**config.mk**
```make
export PLATFORM = sky130hd
export DESIGN_NAME = irq_front
export DESIGN_NICKNAME = d
export VERILOG_FILES = /design/src/rtl/irq_front.sv
export SDC_FILE = /design/constraint.sdc
export NUM_CORES = 1
export LEC_CHECK = 0
export BUFFER_PORTS_ARGS = -buffer_cell sky130_fd_sc_hd__buf_2
export CORE_AREA = 2 2 72 74
export CTS_CLUSTER_DIAMETER = 80
export DETAILED_ROUTE_END_ITERATION = 10
export DIE_AREA = 0 0 74 76
export GPL_ROUTABILITY_DRIVEN = 0
export PLACE_DENSITY = 0.88
export SLEW_MARGIN = 20
export SYNTH_ARGS = -nofsm -noshare
export SYNTH_HDL_FRONTEND = slang
export SYNTH_SLANG_ARGS = --single-unit
```
**constraint.sdc**
```tcl
create_clock -name clk -period 6.76 [get_ports clk]
set_clock_uncertainty 0.1 [all_clocks]
set_input_delay 1.352 -clock clk [delete_from_list [all_inputs] [get_ports clk]]
set_output_delay 1.352 -clock clk [all_outputs]
set_load 0.01 [all_outputs]
```
**src/rtl/irq_front.sv**
```systemverilog
module irq_front (
  input  logic        clk,
  input  logic        rst_n,
  input  logic [7:0]  reg_addr,
  input  logic        reg_wr,
  input  logic        reg_rd,
  input  logic        reg_wide,
  input  logic [7:0]  reg_wdata,
  output logic [63:0] reg_rdata,
  input  logic [7:0]  src_set,
  input  logic [7:0]  src_clr,
  output logic        irq_out,
  output logic        acc_err
);

  localparam logic [7:0] A_PSTAT = 8'h00;
  localparam logic [7:0] A_PMASK = 8'h01;
  localparam logic [7:0] A_SSTAT = 8'h02;
  localparam logic [7:0] A_SMASK = 8'h03;
  localparam logic [7:0] A_MODEA = 8'h04;
  localparam logic [7:0] A_MODEB = 8'h05;

  logic [7:0] pend, en, smask, mode_a, mode_b;
  logic [7:0] rd_byte, ack_vec, pend_nx, en_nx;
  logic       known, rd_legal, wr_legal, wr_go, bad;

  always_comb begin
    known   = 1'b1;
    rd_byte = 8'h00;
    case (reg_addr)
      A_PSTAT: rd_byte = pend;
      A_PMASK: rd_byte = ~en;
      A_SSTAT: rd_byte = 8'h00;
      A_SMASK: rd_byte = ~smask;
      A_MODEA: rd_byte = mode_a;
      A_MODEB: rd_byte = mode_b;
      8'h08, 8'h09, 8'h0A, 8'h0B,
      8'h0C, 8'h0D, 8'h0E, 8'h0F: rd_byte = 8'h00;
      default: known = 1'b0;
    endcase
  end

  assign rd_legal  = known && (!reg_wide || reg_addr == A_PSTAT);
  assign wr_legal  = known && !reg_wide;
  assign wr_go     = reg_wr && wr_legal;
  assign bad       = (reg_rd && !rd_legal) || (reg_wr && !wr_legal);
  assign reg_rdata = (reg_rd && rd_legal) ? {56'd0, rd_byte} : 64'd0;

  assign ack_vec = (wr_go && reg_addr == A_PSTAT && !reg_wdata[3])
                   ? (8'h01 << reg_wdata[2:0]) : 8'h00;
  assign pend_nx = ((pend | src_set) & ~src_clr) & ~ack_vec;
  assign en_nx   = (wr_go && reg_addr == A_PMASK) ? ~reg_wdata : en;

  always_ff @(posedge clk) begin
    if (!rst_n) begin
      pend    <= 8'h00;
      en      <= 8'h00;
      smask   <= 8'h00;
      mode_a  <= 8'h00;
      mode_b  <= 8'h00;
      irq_out <= 1'b0;
      acc_err <= 1'b0;
    end else begin
      pend    <= pend_nx;
      en      <= en_nx;
      irq_out <= |(pend_nx & en_nx);
      if (bad) acc_err <= 1'b1;
      if (wr_go && reg_addr == A_SMASK) smask  <= reg_wdata;
      if (wr_go && reg_addr == A_MODEA) mode_a <= reg_wdata;
      if (wr_go && reg_addr == A_MODEB) mode_b <= reg_wdata;
    end
  end

  AST_IRQ_LEVEL: assert property (@(posedge clk) disable iff (!rst_n)
    irq_out == |(pend & en));

  AST_ERR_STICKY: assert property (@(posedge clk) disable iff (!rst_n)
    acc_err |=> acc_err);

  AST_ACK_CLEARS: assert property (@(posedge clk) disable iff (!rst_n)
    (reg_wr && !reg_wide && reg_addr == A_PSTAT && !reg_wdata[3])
    |=> !pend[$past(reg_wdata[2:0])]);

  AST_SET_LANDS: assert property (@(posedge clk) disable iff (!rst_n)
    (!reg_wr && (src_set & ~src_clr) != 8'h00)
    |=> ((pend & $past(src_set & ~src_clr)) == $past(src_set & ~src_clr)));

  AST_SEC_QUIET: assert property (@(posedge clk) disable iff (!rst_n)
    (reg_wr && reg_addr == A_SMASK && src_set == 8'h00 && src_clr == 8'h00)
    |=> $stable(irq_out));

endmodule

```
==> Yosys cells after proc, flatten, opt, wreduce, memory -nomap -nowiden <==
Index checks and enable logic that the tools add are counted.
{ "word_totals": {"register_bits": 42, "out_inout_bits": 66, "elab_cells": 56} }
{ "op_classes": {"n_eq_ne": 13, "shifts": 1, "muxes": 5, "n_bitwise": 9, "n_reduce_logical": 21} }
{ "op_table": {"columns": ["cell", "count"], "rows": [
  ["$eq 8x4->1 const B", 8],
  ["$not 8->8", 5],
  ["$pmux 8 s5", 1],
  ["$and 8x8->8", 3],
  ["$mux 8", 3],
  ["$eq 8x2->1 const B", 2],
  ["$eq 8x3->1 const B", 2],
  ["$reduce_or 14->1", 1],
  ["$logic_and 1x1->1", 12],
  ["$eq 8x1->1 const B", 1],
  ["$logic_not 8->1", 1],
  ["$or 8x8->8", 1],
  ["$reduce_or 8->1", 1],
  ["$shl 1x3->8 const A", 1],
  ["$logic_not 1->1", 4],
  ["$logic_or 1x1->1", 2],
  ["$mux 1", 1]
]} }

==> Logic depth before layout (Yosys ltp) <==
Gate-level depths: netlist (run 1).
{ "logic_depth": {"depth_word": 12, "ltp_mapped": 7, "mapped_depth_nobuf": 5} }

==> Worst setup path after synthesis (run 1) <==
No wires, ideal clock.
{ "synth_path": {"path_type": "input -> output", "startpoint": "input reg_addr[1]", "endpoint": "output reg_rdata[0]", "arrival_time_ps": 2800, "required_time_ps": 5308, "path_slack_ps": 2508, "path_stages": 4, "n_path_buf": 0, "path_cell_list": "or4_1 -> nor2_1 -> o21ai_1 -> a21oi_1"} }
{ "synth_between": {"elab_chain_len": 6} }
{ "synth_lines": {"columns": ["element", "line", "text"], "rows": [
  ["start: declaration", "4", "input logic [7:0] reg_addr,"],
  ["$eq 8x1->1, or another cell as far along", "30", "case (reg_addr)"],
  ["$reduce_or 14->1 (no line)", null, null],
  ["$mux 1", "30", null],
  ["$logic_and 1x1->1", "43", "assign rd_legal = known && (!reg_wide || reg_addr == A_PSTAT);"],
  ["$logic_and 1x1->1", "47", "assign reg_rdata = (reg_rd && rd_legal) ? {56'd0, rd_byte} : 64'd0;"],
  ["$mux 8 (*)", "47", null],
  ["end: declaration", "9", "output logic [63:0] reg_rdata,"]
]} }
Mark *: on every way between the ends. The rest lies on a longest branch, timed or not.

==> Worst setup path after layout (run 1) <==
{ "layout_path": {"startpoint": "input reg_addr[0]", "endpoint": "output reg_rdata[4]"} }
The elaborated chain is that of the path after synthesis.

==> results of run 1 <==
-- logic make-up (layout without fill, tap and decap cells) --
group	Yosys count	after routing	synth area share, %
AO/OA/AOI/OAI	43	43	13.0
buffers and inverters	74	63	20.2
flip-flops	42	42	34.3
multiplexers	40	40	16.7
other	1	56	0.153
AND/OR/NAND/NOR	70	70	15.7
-- layout make-up --
class / count / area, um^2 / area share [%]
clock buffers: 5 / 68.8 / 2.65
well taps: 70 / 87.6 / 3.37
clock inverters: 2 / 10.0 / 0.385
repair buffers: 46 / 230 / 8.85
flip-flops and latches: 42 / 841 / 32.3
inverters: 10 / 37.5 / 1.44
multi-input cells: 209 / 1330 / 51.0
-- critical path, cell delays in order --
cell     delay, ps
buf_2          200
or4_1          620
nor2_1         580
o21ai_1        470
a21oi_1        250
buf_2          160
-- path summary, 6_finish.rpt --
check / startpoint / slack (ps) / end
hold / removal: acc_err / 370 / acc_err
setup reg to reg: pend[1] / 5390 / irq_out
hold reg to reg: acc_err / 370 / acc_err
setup / recovery: reg_addr[0] / 1670 / reg_rdata[4]
-- state kept, by name, indices dropped and copies added, names as in the netlist --
signal,cells
irq_out,1
mode_a,8
pend,8
mode_b,8
acc_err,1
en,8
smask,8
-- power by group through the flow --
stage	combinational, W	sequential, W	clock [W]
after global routing	0.0000568	0.000252	0.000166
after floorplan	0.0000542	0.000257	0
after global placement	0.0000496	0.000257	0
final	0.0000517	0.000252	0.000157
after CTS	0.0000502	0.000251	0.000155
after detailed placement	0.0000500	0.000257	0
-- stage by stage --
stage | std cells | hold WS, ps | worst slack [ps] | util [%]
2_1_floorplan | 325 | 356 | 2510 | -
3_3_place_gp | 377 | 359 | 1730 | 51.3
3_5_place_dp | 377 | 360 | 1700 | 51.3
4_1_cts | 384 | 378 | 1720 | 52.9
5_1_grt | 384 | 392 | 1520 | 52.9
6_report | 384 | 369 | 1670 | 52.9
-- synthesized netlist by cell type (2+ instances only) --
| library cell | number | area [um^2] |
|---|---|---|
| a21oi_1 | 9 | 45.0 |
| a22o_1 | 2 | 17.5 |
| a22oi_1 | 8 | 60.1 |
| a311o_1 | 4 | 40.0 |
| a311oi_1 | 2 | 17.5 |
| a31oi_1 | 2 | 12.5 |
| and2_1 | 8 | 50.1 |
| buf_4 | 56 | 420 |
| clkbuf_1 | 6 | 22.5 |
| dfxtp_1 | 42 | 841 |
| inv_1 | 10 | 37.5 |
| mux2_2 | 8 | 90.1 |
| mux2i_1 | 32 | 320 |
| nand3_1 | 2 | 10.0 |
| nor2_1 | 44 | 165 |
| o21bai_1 | 2 | 15.0 |
| o22a_1 | 8 | 70.1 |
| o22ai_1 | 2 | 12.5 |
-- per-layer routing --
metal / global-route usage (%) / up-vias / wire, um
met5: 0 / - / 0
met4: 10.4 / 0 / 125
met3: 4.10 / 11 / 432
met2: 32.6 / 108 / 2840
met1: 24.1 / 920 / 2280
li1: - / 912 / -
-- cells in the final DEF, fill, tap and decap left out, drive strengths merged --
cell type  netlist  layout
mux2i           32      32
nand4            1       1
nand3b           1       1
o21ai            2       2
nor2            44      44
inv             10      10
and3             1       1
o22ai            2       2
a311oi           2       2
nor4b            1       1
conb             1      56
o21bai           2       2
buf             58      46
and3b            1       1
o21a             1       1
nand2            1       1
or4              2       2
nor4             1       1
a22oi            8       8
nor3             2       2
a21oi            9       9
nor3b            2       2
o22a             8       8
clkinv           0       2
nand2b           1       1
dfxtp           42      42
and2             8       8
a311o            4       4
clkbuf           6       5
mux2             8       8
o41a             1       1
a31oi            2       2
nor2b            1       1
a22o             2       2
nand3            3       3
==> results.yml, run 1 <==
synthesis:
  synth_edf_count: 0
  ys_ff_latch: 42
  netlist_area_mm2: 0.00245
  synthCells: 270
  yosysUniqueCellTypes: 41
  syn_area_per_cell_um2: 9.09
  ys_warn_count: 0
  synth-seq-area-share_pct: 34.3
  async_reset_ff_share_pct: 0
  synth_ff_type: "dfxtp_1"
sta:
  setup_violations: 0
  finalCriticalPeriod_ps: 5090
  tns_ps: 0
  relSlewSlack_pct: 31.2
  finalHoldViolCount: 0
  rsz0062_at_grt: "false"
  maxSlewViolCount: 0
  post-route-period-util_pct: 75.3
  tightest_slew_ps: 1030
  fmax_mhz: 196
pwr:
  powerDensity_mw_per_mm2: 177
  peakVddDrop_uv: 105
  comb_power_share_pct: 11.2
  swShare_pct: 27.2
  power_frac_seq_pct: 54.7
  total_power_w: 0.000460
  p_sw_w: 0.000125
  p_int_w: 0.000335
  power_leakage_nw: 1.29
  p_clk_share_pct: 34.0
grt:
  grt_use_total_pct: 19.9
  grt_overflow: 0
  grt_first_pass_wirelength_mm: 8.54
  grt_pass1_vias: 1770
  antenna_found_initial: 0
  grt_max_degree: 33
outcome:
  status: "completed"
place:
  post_dp_cell_area_mm2: 0.00252
  port_buffers: 46
  hpwl_mm: 4.04
drt:
  drt_iter0_markers: 155
  first_pass_iters: 4
  routed_wl_mm: 5.68
  via_count: 1951
  detail-route-antenna-nets: 0
  detail_route.vias_per_cell: 5.08
  remaining_drc_errors: 0
  post_drt_wl_per_cell_um: 14.8
die:
  core_area_mm2: 0.00491
  pin_count: 103
  die_y_um: 76
  die_x_um: 74
  initial_core_util_pct: 50.0
  fp.dieArea_mm2: 0.00562
  num_rows: 26
worst_setup_path:
  path_max_fanout: 14
  cp_data_required_time_ps: 5310
  start_kind: "input pin"
  worst_ep_arrival_time_ps: 3640
  critPathCaptureType: "primary output"
  path_class: "in -> out"
  r2r.worst_path.cells: 4
clocking:
  clk_pin_slew_ps: 80
  postCtsSetupBuffers: 0
  clock_sinks: 42
  clockRootBuffer: "clkbuf_8"
  cts_resized: 0
  tritoncts: "built"
  ctsHoldBuffers: 0
  clk_latency_ps: 300
  clockBufferDepth: 2
  cts_max_level: 2
  cts_inserted_buffers: 5
final_layout:
  area_delta_synth_final_pct: 5.91
  final_cell_area_mm2: 0.00260
  num-fill-cells: 458
  antennaDiodeCount: 0
  fin_nets: 351
  layout-drive-gt1-share_pct: 21.7
hold_path:
  hold_depth: 1
  hp-class: "reg -> reg"
run:
  cap_violations: 0
Note: power is estimated with default switching activity, not from simulation.
==> run 2, diff against run 1 <==
--- a/config.mk
+++ b/config.mk
@@ -5,13 +5,14 @@
 export SDC_FILE = /design/constraint.sdc
 export NUM_CORES = 1
 export LEC_CHECK = 0
+export ABC_AREA = 1
 export BUFFER_PORTS_ARGS = -buffer_cell sky130_fd_sc_hd__buf_2
-export CORE_AREA = 2 2 72 74
+export CORE_AREA = 2 2 81 83
 export CTS_CLUSTER_DIAMETER = 80
 export DETAILED_ROUTE_END_ITERATION = 10
-export DIE_AREA = 0 0 74 76
+export DIE_AREA = 0 0 83 85
 export GPL_ROUTABILITY_DRIVEN = 0
-export PLACE_DENSITY = 0.88
+export PLACE_DENSITY = 0.79
 export SLEW_MARGIN = 20
 export SYNTH_ARGS = -nofsm -noshare
 export SYNTH_HDL_FRONTEND = slang
==> constraint.sdc (replaced) <==
create_clock -name clk -period 4.5 [get_ports clk]
set_clock_uncertainty 0.1 [all_clocks]
set_input_delay 0.9 -clock clk [delete_from_list [all_inputs] [get_ports clk]]
set_output_delay 0.9 -clock clk [all_outputs]
set_load 0.01 [all_outputs]
==> results.yml, run 2 <==
clocking:
  postCtsSetupBuffers: 0
  clk_pin_slew_ps: 80
  clk_latency_ps: 300
  clockRootBuffer: "clkbuf_8"
  clockBufferDepth: 2
  clock_sinks: 42
  tritoncts: "built"
  cts_max_level: 2
  ctsHoldBuffers: 0
  cts_inserted_buffers: 5
  cts_resized: 0
die:
  fp.dieArea_mm2: 0.00706
  num_rows: 29
  core_area_mm2: 0.00620
  die_x_um: 83
  pin_count: 103
  die_y_um: 85
  initial_core_util_pct: 42.6
place:
  port_buffers: 46
  hpwl_mm: 4.70
sta:
  relSlewSlack_pct: 34.0
  maxSlewViolCount: 0
  rsz0062_at_grt: "false"
  setup_violations: 0
  post-route-period-util_pct: 79.2
  finalHoldViolCount: 0
  fmax_mhz: 281
  finalCriticalPeriod_ps: 3560
  tns_ps: 0
  tightest_slew_ps: 988
drt:
  drt_iter0_markers: 198
  via_count: 2440
  first_pass_iters: 5
  remaining_drc_errors: 0
  detail_route.vias_per_cell: 4.85
  routed_wl_mm: 6.03
  detail-route-antenna-nets: 0
  post_drt_wl_per_cell_um: 12.0
synthesis:
  netlist_top_cells_area: "dfxtp_1, buf_4, nor2_1"
  synth_edf_count: 0
  yosysUniqueCellTypes: 32
  synthCells: 382
  synth_top_area_cell: "dfxtp_1"
  ys_warn_count: 0
  yosysMostFrequentCell: "nor2_1"
  netlist_area_mm2: 0.00264
  synth-seq-area-share_pct: 31.8
  synthTopCellsByCount: "nor2_1, buf_4, inv_1"
  async_reset_ff_share_pct: 0
  syn_area_per_cell_um2: 6.92
  netlist.area_leader.share_pct: 31.8
  synth_ff_type: "dfxtp_1"
  ys_ff_latch: 42
outcome:
  status: "completed"
grt:
  grt_pass1_vias: 2233
  antenna_found_initial: 0
  grt_overflow: 0
  grt_use_total_pct: 17.1
  grt_max_degree: 33
  grt_first_pass_wirelength_mm: 9.98
run:
  cap_violations: 0
worst_setup_path:
  cp_data_required_time_ps: 3500
  path_class: "in -> out"
  path_max_fanout: 8
  worst_ep_arrival_time_ps: 2560
  critPathCaptureType: "primary output"
  start_kind: "input pin"
final_layout:
  layout-drive-gt1-share_pct: 19.2
  antennaDiodeCount: 0
  final_common_cell: "nor2_1"
  final_cell_mix: "nor2_1, conb_1, inv_1"
  area_delta_synth_final_pct: 5.63
  fin_nets: 463
  post-route-util_pct: 45.0
pwr:
  powerDensity_mw_per_mm2: 248
  peakVddDrop_uv: 170
  power_leakage_nw: 1.36
hold_path:
  hp-class: "reg -> reg"
-- run 2: cell count changes in the layout (fill, tap and decap cells not counted), moves of 8 or more --
cell,previous run,this run
mux2_2,8,0
inv_1,10,47
o21ai_0,1,13
mux2i_1,32,0
nand3_1,2,23
nand2_2,0,8
a21oi_1,9,34
o22a_1,8,0
nand2_1,1,42
nor2_1,44,59
-- run 2: cells by family after synthesis --
family / after synthesis / share of synthesized area [%]
compound gates: 69 / 14.9
flops: 42 / 31.8
other cells: 1 / 0.142
buf+inv: 116 / 25.1
simple gates: 154 / 28.0
-- run 2: per-stage QoR --
step,hold slack (ps),power (W),std cells,setup WS (ps),cell area [um^2]
final,353,0.000693,503,935,2790
after global routing,372,0.000726,503,785,2790
after CTS,356,0.000695,503,970,2790
after detailed placement,345,0.000470,496,974,2710
after global placement,339,0.000470,496,1040,2710
after floorplan,329,0.000477,437,1480,2850
-- run 2: layout make-up --
cell class | instances | area [um^2]
clock buffers | 5 | 68.8
clock inverters | 2 | 10.0
fillers | 636 | 3410
inverters | 51 | 194
multi-input cells | 279 | 1340
flip-flops and latches | 42 | 841
well taps | 77 | 96.3
repair buffers | 47 | 238
-- run 2: final timing paths --
| check | start | to | slack, ps | cells past startpoint |
|---|---|---|---|---|
| worst min-delay path | mode_b[2] | mode_b[2] | 350 | 2 |
| worst max-delay path | reg_addr[5] | reg_rdata[3] | 940 | 11 |
| worst max register to register | pend[3] | irq_out | 3240 | 8 |
| worst min register to register | mode_b[2] | mode_b[2] | 350 | 2 |
-- run 2: power breakdown --
part,switching (W),leakage [nW],internal [W]
registers,0.00000278,0.340,0.000375
clock network,0.000126,0.0438,0.000104
logic,0.0000616,0.975,0.0000229
total,0.000190,1.36,0.000502
-- run 2: worst max-delay path: stages --
cell	delay [ps]
buf_2	90
nor2_2	40
nand2_2	140
inv_4	70
nand2_2	130
nand2_2	70
nor2_2	180
a21oi_1	120
o21ai_1	530
a21oi_1	110
buf_2	180
-- run 2: routing by layer --
metal | part of all wire [%] | global-route usage, %
met1 | 42 | 22.8
met2 | 46 | 27.8
met3 | 10 | 4.57
met4 | 1.2 | 4.02
met5 | 0 | 0
